`config.mk`:
```
export PLATFORM = sky130hd
export DESIGN_NAME = shf_iter_top
export DESIGN_NICKNAME = d
export VERILOG_FILES = /design/src/rtl/shf_pkg.sv /design/src/rtl/shf_seq.sv /design/src/rtl/shf_step_cnt.sv /design/src/rtl/shf_work_reg.sv /design/src/rtl/shf_iter_top.sv
export SDC_FILE = /design/constraint.sdc
export NUM_CORES = 1
export LEC_CHECK = 0
export BUFFER_PORTS_ARGS = -buffer_cell sky130_fd_sc_hd__buf_2
export CORE_MARGIN = 5
export CORE_UTILIZATION = 53
export CTS_BUF_LIST = sky130_fd_sc_hd__clkbuf_16
export CTS_CLUSTER_SIZE = 28
export DETAILED_ROUTE_END_ITERATION = 8
export PLACE_DENSITY = 0.93
export SLEW_MARGIN = 20
export SYNTH_ARGS = -nofsm -noshare
export SYNTH_HDL_FRONTEND = slang
export SYNTH_SLANG_ARGS = --single-unit
```
`constraint.sdc`:
```
create_clock -name clk -period 2.3 [get_ports clk]
set_input_delay 0.23 -clock clk [delete_from_list [all_inputs] [get_ports clk]]
set_output_delay 0.23 -clock clk [all_outputs]
set_load 0.02 [all_outputs]
```
`src/rtl/shf_pkg.sv`:
```
package shf_pkg;

    localparam int unsigned SHF_DEF_W = 8;

    typedef enum logic [1:0] {
        ST_IDLE = 2'd0,
        ST_RUN  = 2'd1,
        ST_HOLD = 2'd2
    } shf_state_e;

    typedef enum logic {
        DIR_LEFT  = 1'b0,
        DIR_RIGHT = 1'b1
    } shf_dir_e;

    function automatic logic goes_right(shf_dir_e d);
        return d == DIR_RIGHT;
    endfunction

endpackage

```
`src/rtl/shf_seq.sv`:
```
module shf_seq
    import shf_pkg::*;
(
    input  logic       clk,
    input  logic       rst,
    input  logic       accept,
    input  logic       zero_load,
    input  logic       last_step,
    input  logic       drain,
    output shf_state_e state
);
    shf_state_e state_nx;

    always_comb begin
        state_nx = state;
        unique case (state)
            ST_IDLE: if (accept)    state_nx = zero_load ? ST_HOLD : ST_RUN;
            ST_RUN:  if (last_step) state_nx = ST_HOLD;
            ST_HOLD: if (drain)     state_nx = ST_IDLE;
            default:                state_nx = ST_IDLE;
        endcase
    end

    always_ff @(posedge clk) begin
        if (rst) state <= ST_IDLE;
        else     state <= state_nx;
    end
endmodule

```
`src/rtl/shf_step_cnt.sv`:
```
module shf_step_cnt #(
    parameter int unsigned DATA_W = 8,
    parameter int unsigned AMT_W  = 8
) (
    input  logic             clk,
    input  logic             rst,
    input  logic             load,
    input  logic             step,
    input  logic [AMT_W-1:0] amount,
    output logic             zero_load,
    output logic             last_step
);
    localparam int unsigned CNT_W = $clog2(DATA_W + 1);

    logic [CNT_W-1:0] cnt;
    logic [CNT_W-1:0] load_val;

    // Amounts at or above the width saturate: that many steps empty the word.
    always_comb begin
        if (amount >= AMT_W'(DATA_W)) load_val = CNT_W'(DATA_W);
        else                          load_val = CNT_W'(amount);
    end

    assign zero_load = (load_val == '0);
    assign last_step = (cnt == CNT_W'(1));

    always_ff @(posedge clk) begin
        if (rst)       cnt <= '0;
        else if (load) cnt <= load_val;
        else if (step) cnt <= cnt - CNT_W'(1);
    end
endmodule

```
`src/rtl/shf_work_reg.sv`:
```
module shf_work_reg
    import shf_pkg::*;
#(
    parameter int unsigned DATA_W = 8
) (
    input  logic              clk,
    input  logic              rst,
    input  logic              load,
    input  logic              step,
    input  logic [DATA_W-1:0] load_data,
    input  shf_dir_e          load_dir,
    output logic [DATA_W-1:0] q
);
    shf_dir_e          dir_q;
    logic [DATA_W-1:0] toward_lsb;
    logic [DATA_W-1:0] toward_msb;

    for (genvar i = 0; i < DATA_W; i++) begin : g_bit
        if (i == DATA_W - 1) begin : g_top
            assign toward_lsb[i] = 1'b0;
        end else begin : g_mid_r
            assign toward_lsb[i] = q[i+1];
        end
        if (i == 0) begin : g_bot
            assign toward_msb[i] = 1'b0;
        end else begin : g_mid_l
            assign toward_msb[i] = q[i-1];
        end
    end

    always_ff @(posedge clk) begin
        if (rst) begin
            q     <= '0;
            dir_q <= DIR_LEFT;
        end else if (load) begin
            q     <= load_data;
            dir_q <= load_dir;
        end else if (step) begin
            q     <= goes_right(dir_q) ? toward_lsb : toward_msb;
        end
    end
endmodule

```
`src/rtl/shf_iter_top.sv`:
```
module shf_iter_top
    import shf_pkg::*;
#(
    parameter int unsigned DATA_W = SHF_DEF_W,
    parameter int unsigned AMT_W  = 8
) (
    input  logic              clk,
    input  logic              rst,
    input  logic              in_valid,
    output logic              in_ready,
    input  logic [DATA_W-1:0] in_data,
    input  logic [AMT_W-1:0]  in_amount,
    input  logic              in_dir,
    output logic              out_valid,
    input  logic              out_ready,
    output logic [DATA_W-1:0] out_data
);
    shf_state_e        state;
    logic              accept;
    logic              step;
    logic              drain;
    logic              zero_load;
    logic              last_step;
    logic [DATA_W-1:0] work_q;

    assign in_ready  = (state == ST_IDLE);
    assign out_valid = (state == ST_HOLD);
    assign accept    = in_valid && in_ready;
    assign step      = (state == ST_RUN);
    assign drain     = out_valid && out_ready;
    assign out_data  = out_valid ? work_q : '0;

    shf_seq u_seq (
        .clk       (clk),
        .rst       (rst),
        .accept    (accept),
        .zero_load (zero_load),
        .last_step (last_step),
        .drain     (drain),
        .state     (state)
    );

    shf_step_cnt #(.DATA_W(DATA_W), .AMT_W(AMT_W)) u_cnt (
        .clk       (clk),
        .rst       (rst),
        .load      (accept),
        .step      (step),
        .amount    (in_amount),
        .zero_load (zero_load),
        .last_step (last_step)
    );

    shf_work_reg #(.DATA_W(DATA_W)) u_work (
        .clk       (clk),
        .rst       (rst),
        .load      (accept),
        .step      (step),
        .load_data (in_data),
        .load_dir  (shf_dir_e'(in_dir)),
        .q         (work_q)
    );
endmodule

```
-- After elaboration in Yosys (flattened, before gate mapping)
Index checks and enable logic that the tools add are counted.
- flip-flop bits (word level): 15
- output and inout port bits: 10
- word-level logic and storage cells: 30
- input bits: 21
- RAM bits: 0
- bits in latches: 0
- memories: 0
- bits in read-only memories: 0
- order comparisons: 1
- equal/unequal tests: 6
- shift operators: 0
- add/subtract/negate cells: 1
- bitwise operators: 0
- div/mod/pow operators: 0
- reductions and logical operators: 6
- muxes and demuxes: 12
- multipliers: 0
- operators by type and width (operator ; count):
    $mux W8 ; 4
    $mux W4 ; 3
    $ge A8 B4 Y1 const B ; 1
    $mux W2 ; 4
    $ne A2 B1 Y1 const B ; 3
    $pmux W2 S3 ; 1
    $eq A4 B1 Y1 const B ; 1
    $logic_not A4 Y1 ; 1
    $sub A4 B1 Y4 const B ; 1
    $reduce_and A3 Y1 ; 1
    $eq A2 B1 Y1 const B ; 1
    $eq A2 B2 Y1 const B ; 1
    $logic_and A1 B1 Y1 ; 2
    $logic_not A2 Y1 ; 1
    $reduce_bool A2 Y1 ; 1

-- Longest topological paths before layout
- depth in word-level cells: 6
- mapped depth: 5
- depth with buffers taken out: 5

-- Modules after synthesis
Synthesis repeated with hierarchy kept, for this count alone.
- cells, all modules: 104
- area total of the unflattened synthesis: 989.7 µm²
- by module, submodules not included (module ; cells an instance ; sequential area each (µm²) ; area an instance (µm²) ; times used):
    shf_work_reg ; 50 ; 180.2 ; 495.5 ; 1
    shf_step_cnt ; 30 ; 80.1 ; 264.0 ; 1
    shf_iter_top ; 15 ; 0.0 ; 127.6 ; 1
    shf_seq ; 9 ; 40.0 ; 102.6 ; 1

-- Worst setup path before layout
OpenSTA, ideal clock, no wires.
- kind: register -> output
- from: register u_seq.state[1]
- to: output out_data[0]
- path slack: 974 ps
- stages on the path, launching flop included: 5
- required time: 2070 ps
- buffers on the path: 2
- arrival time: 1096 ps
- cells stage by stage: dfxtp_1 > buf_2 > nor2b_1 > buf_2 > and2_1
- cells in the longest elaborated chain, start to end: 2
- ends and longest elaborated chain (element ; RTL line ; RTL):
    start: declaration ; shf_seq.sv:10 ; output shf_state_e state
    start signal: assignment ; shf_seq.sv:26 ; else state <= state_nx;
    $eq A2 B2 Y1 ; shf_iter_top.sv:27 ; assign out_valid = (state == ST_HOLD);
    via out_valid ; shf_iter_top.sv:14 ; output logic out_valid,
    $mux W8 ; shf_iter_top.sv:31 ; assign out_data = out_valid ? work_q : '0;
    end: declaration ; shf_iter_top.sv:16 ; output logic [DATA_W-1:0] out_data
The timed path passes the listed nets, and every way through them passes these cells.

-- Worst setup path after layout
- from: register u_seq.state[1]
- to: output out_data[7]
- cells in the longest elaborated chain, start to end: 2
- ends and longest elaborated chain (element ; RTL line):
    $eq A2 B2 Y1 ; shf_iter_top.sv:27
    $mux W8 ; shf_iter_top.sv:31
No other way between the ends.

==> summary.md <==
| Metric | Value |
|---|---|
| Comb power frac | `0.170` |
| Flop pwr share | `0.404` |
| Worst setup path startpoint | `u_seq.state[1]$_SDFFE_PP0P_` |
| HPWL after DPL | `1.67 mm` |
| DRT iter0 DRCs | `22` |
| Final Max Slew Viols | `0` |
| Top-area cell type share of the netlist area | `0.320` |
| Sw Ratio | `0.257` |
| Horiz. Die Dim | `52.1 um` |
| Arr. time, crit path | `1.62 ns` |
| Synthesized instance count | `112` |
| Mapped Area | `938 um2` |
| CP endpoint | `out_data[7]` |
| Setup repair after global routing missed its margin | `no` |
| Synth cell types | `35` |
| Cell taking the most area after synthesis | `dfxtp_1` |
| Fin. Hold Viols | `0` |
| Critical Path RT | `2.07 ns` |
| Via count | `934` |
| Fmax | `542 MHz` |
| Pint | `0.000580 W` |
| VDD IR max | `0.000439 V` |
| I/O Buffers | `30` |
| CTS tree | `yes` |
| Clock transition at path regs | `0.05 ns` |
| Ant diodes | `0` |
| Average vias per placed instance | `5.70` |
| Largest net degree at the start of global routing | `17` |
| Core Region | `1710 um2` |
| Clock sinks | `15` |
| Quantity of hold-fixing buffers added after cts | `0` |
| Syn nets | `135` |
| Routed WL | `2.23 mm` |
| Reg2reg setup slack | `0.70 ns` |
| Final core occ | `0.683` |
| Syn Area/Cell | `8.38 um2` |
| Synth warn | `0` |
| Largest fanout on the critical path | `12` |
| Vias in the first global route | `888` |
| LEAKAGE | `0.492 nW` |
| Global-route wire length before repair | `3.59 mm` |
| CTS root buffer | `clkbuf_16` |
| Synth Register Bits | `15` |
| DRC viols | `0` |
| Crit end category | `output port` |
| Final Cycle Share | `0.803` |
| Clk_lat worst skew | `0.24 ns` |
| Fin area | `1170 um2` |
| Clk_skew | `0.00263 ns` |
| # H-tree levels | `1` |
| Clock tree buffer depth | `2` |
| Row cnt | `15` |
| Maxcap violations | `0` |
| GRT Resource Usage Total | `0.178` |
| Type of the worst setup path | `reg2out` |
| Worst reg2reg path depth | `3` |
| Setup Buffers After CTS | `0` |
| IO Pins | `31` |
| DP Area | `1090 um2` |
| Slew Limit Headroom | `0.679` |
| Final Setup Violations | `0` |
| CTS Buf Count | `3` |
| Hold Crit Class | `in2reg` |
| Seq/Total Area, Yosys | `0.320` |
| Setup tns final | `0 ns` |
| Fin crit period | `1.85 ns` |
| Synth top area cells | `dfxtp_1 32%, nand2b_1 6.0%, a211oi_1 5.6%` |
| Starting density of the core | `0.549` |
| Worst R2R End | `u_work.q[1]$_SDFFE_PP0P_` |
| Final ANT Viol Nets | `0` |
| Share of layout cells above drive strength 1 | `0.259` |
| Wire length per cell | `13.6 um` |
| Clk pwr share | `0.425` |
| Status | `complete, no violations` |
| 1st-pass router iterations | `4` |
| Die area | `2710 um2` |
| Tightest Pin Transition | `0.480 ns` |
| CP Launch Type | `register` |
| Nets | `163` |
| GPL Wtd Cong | `0.811` |
| Gr ovfl total | `0` |
| Beginning of the worst register-to-register path | `u_seq.state[0]$_SDFFE_PP0P_` |
| Die span in y | `52.1 um` |
| Sw Pwr | `0.000201 W` |
| PostCTS Resize Cnt | `0` |
| Initial antenna violation count | `0` |
| Layout area overhead | `24.3%` |
| P per Cell Area | `670 nW/um2` |
how the worst min path moves through the flow:
stage,start,endpoint,slack [ns],cells past startpoint
final,in_dir,u_work.dir_q$_SDFFE_PP0P_,0.22,3
after floorplan,in_dir,u_work.dir_q$_SDFFE_PP0P_,0.37,2
after global routing,in_dir,u_work.dir_q$_SDFFE_PP0P_,0.23,3
after CTS,in_dir,u_work.dir_q$_SDFFE_PP0P_,0.22,3
after global placement,in_dir,u_work.dir_q$_SDFFE_PP0P_,0.47,3
after detailed placement,in_dir,u_work.dir_q$_SDFFE_PP0P_,0.48,3
power groups by stage:
stage                     combinational (W)  sequential, W  clock [W]
after detailed placement           0.000132       0.000319          0
after floorplan                    0.000102       0.000305          0
final                              0.000133       0.000316   0.000332
after CTS                          0.000133       0.000315   0.000339
after global routing               0.000149       0.000319   0.000352
after global placement             0.000127       0.000318          0
worst max-delay path, cell delays in order (launching register included):
cell and delay (ns):
dfxtp_1 0.54, nor2b_1 0.47, and2_1 0.20, buf_2 0.16
per-stage QoR:
step	total power (W)	worst slack [ns]	hold slack [ns]	std cells
floorplan	0.000406	0.974	0.366	112
global route	0.000819	0.291	0.226	164
CTS	0.000787	0.436	0.221	164
finish	0.000781	0.454	0.223	164
global placement	0.000445	0.747	0.473	160
detailed placement	0.000452	0.699	0.478	160
synth_stat cells:
master / instances
a2111oi_0: 1
a211oi_1: 7
a21o_1: 1
a21oi_1: 4
a221oi_1: 1
a311oi_1: 2
a31oi_1: 2
and2_1: 8
and3_1: 1
buf_2: 5
clkbuf_1: 2
dfxtp_1: 15
ha_1: 2
inv_1: 5
mux2i_1: 1
nand2_1: 2
nand2b_1: 9
nand3_1: 1
nand3b_1: 1
nand4_1: 2
nand4b_1: 1
nor2_1: 12
nor2b_1: 8
nor3_1: 1
nor3b_4: 1
nor4_1: 1
nor4_4: 1
nor4bb_1: 1
o21a_1: 1
o21ai_0: 2
o21ba_2: 1
o311ai_0: 1
o32ai_1: 6
or3b_1: 2
or4_1: 1
placed cells by master (no fill, tap or decap), drive strengths merged, types with 2 or more instances in the layout:
| cell type | instances |
|---|---|
| inv | 6 |
| or3b | 2 |
| clkbuf | 3 |
| nor2 | 12 |
| a21oi | 4 |
| nor2b | 8 |
| o21ai | 2 |
| and2 | 8 |
| nor4 | 2 |
| ha | 2 |
| nand2b | 9 |
| a31oi | 2 |
| o32ai | 6 |
| a311oi | 2 |
| nand4 | 2 |
| nand2 | 2 |
| dfxtp | 15 |
| a211oi | 7 |
| buf | 30 |
layer usage:
| metal | GRT usage | vias up | wire (um) |
|---|---|---|---|
| met3 | 0.0344 | 3 | 162 |
| met1 | 0.193 | 430 | 970 |
| met4 | 0.100 | 0 | 38 |
| met2 | 0.318 | 35 | 1060 |
| li1 | - | 466 | - |
| met5 | 0 | - | 0 |
cell families (layout without fill, tap and decap cells):
kind of cell	count (synthesis)	in the layout	synth area share
mux	1	1	0.0107
fa+ha+maj	2	2	0.0267
compound gates	29	29	0.231
flops	15	15	0.320
simple gates	53	53	0.357
buf+inv	12	39	0.0547
flip-flops by register name, indices dropped and copies added, names as in the netlist:
signal        cells
u_work.dir_q      1
u_seq.state       2
u_cnt.cnt         4
u_work.q          8
final cells by class:
cell class	count	area [um2]
Fill cell	153	542
Clock buffer	3	75.1
Inverter	5	18.8
Multi-Input combinational cell	85	587
Clock inverter	1	3.75
Tap cell	25	31.3
Sequential cell	15	300
Timing Repair Buffer	30	150
(Power assumes the default switching activity.)
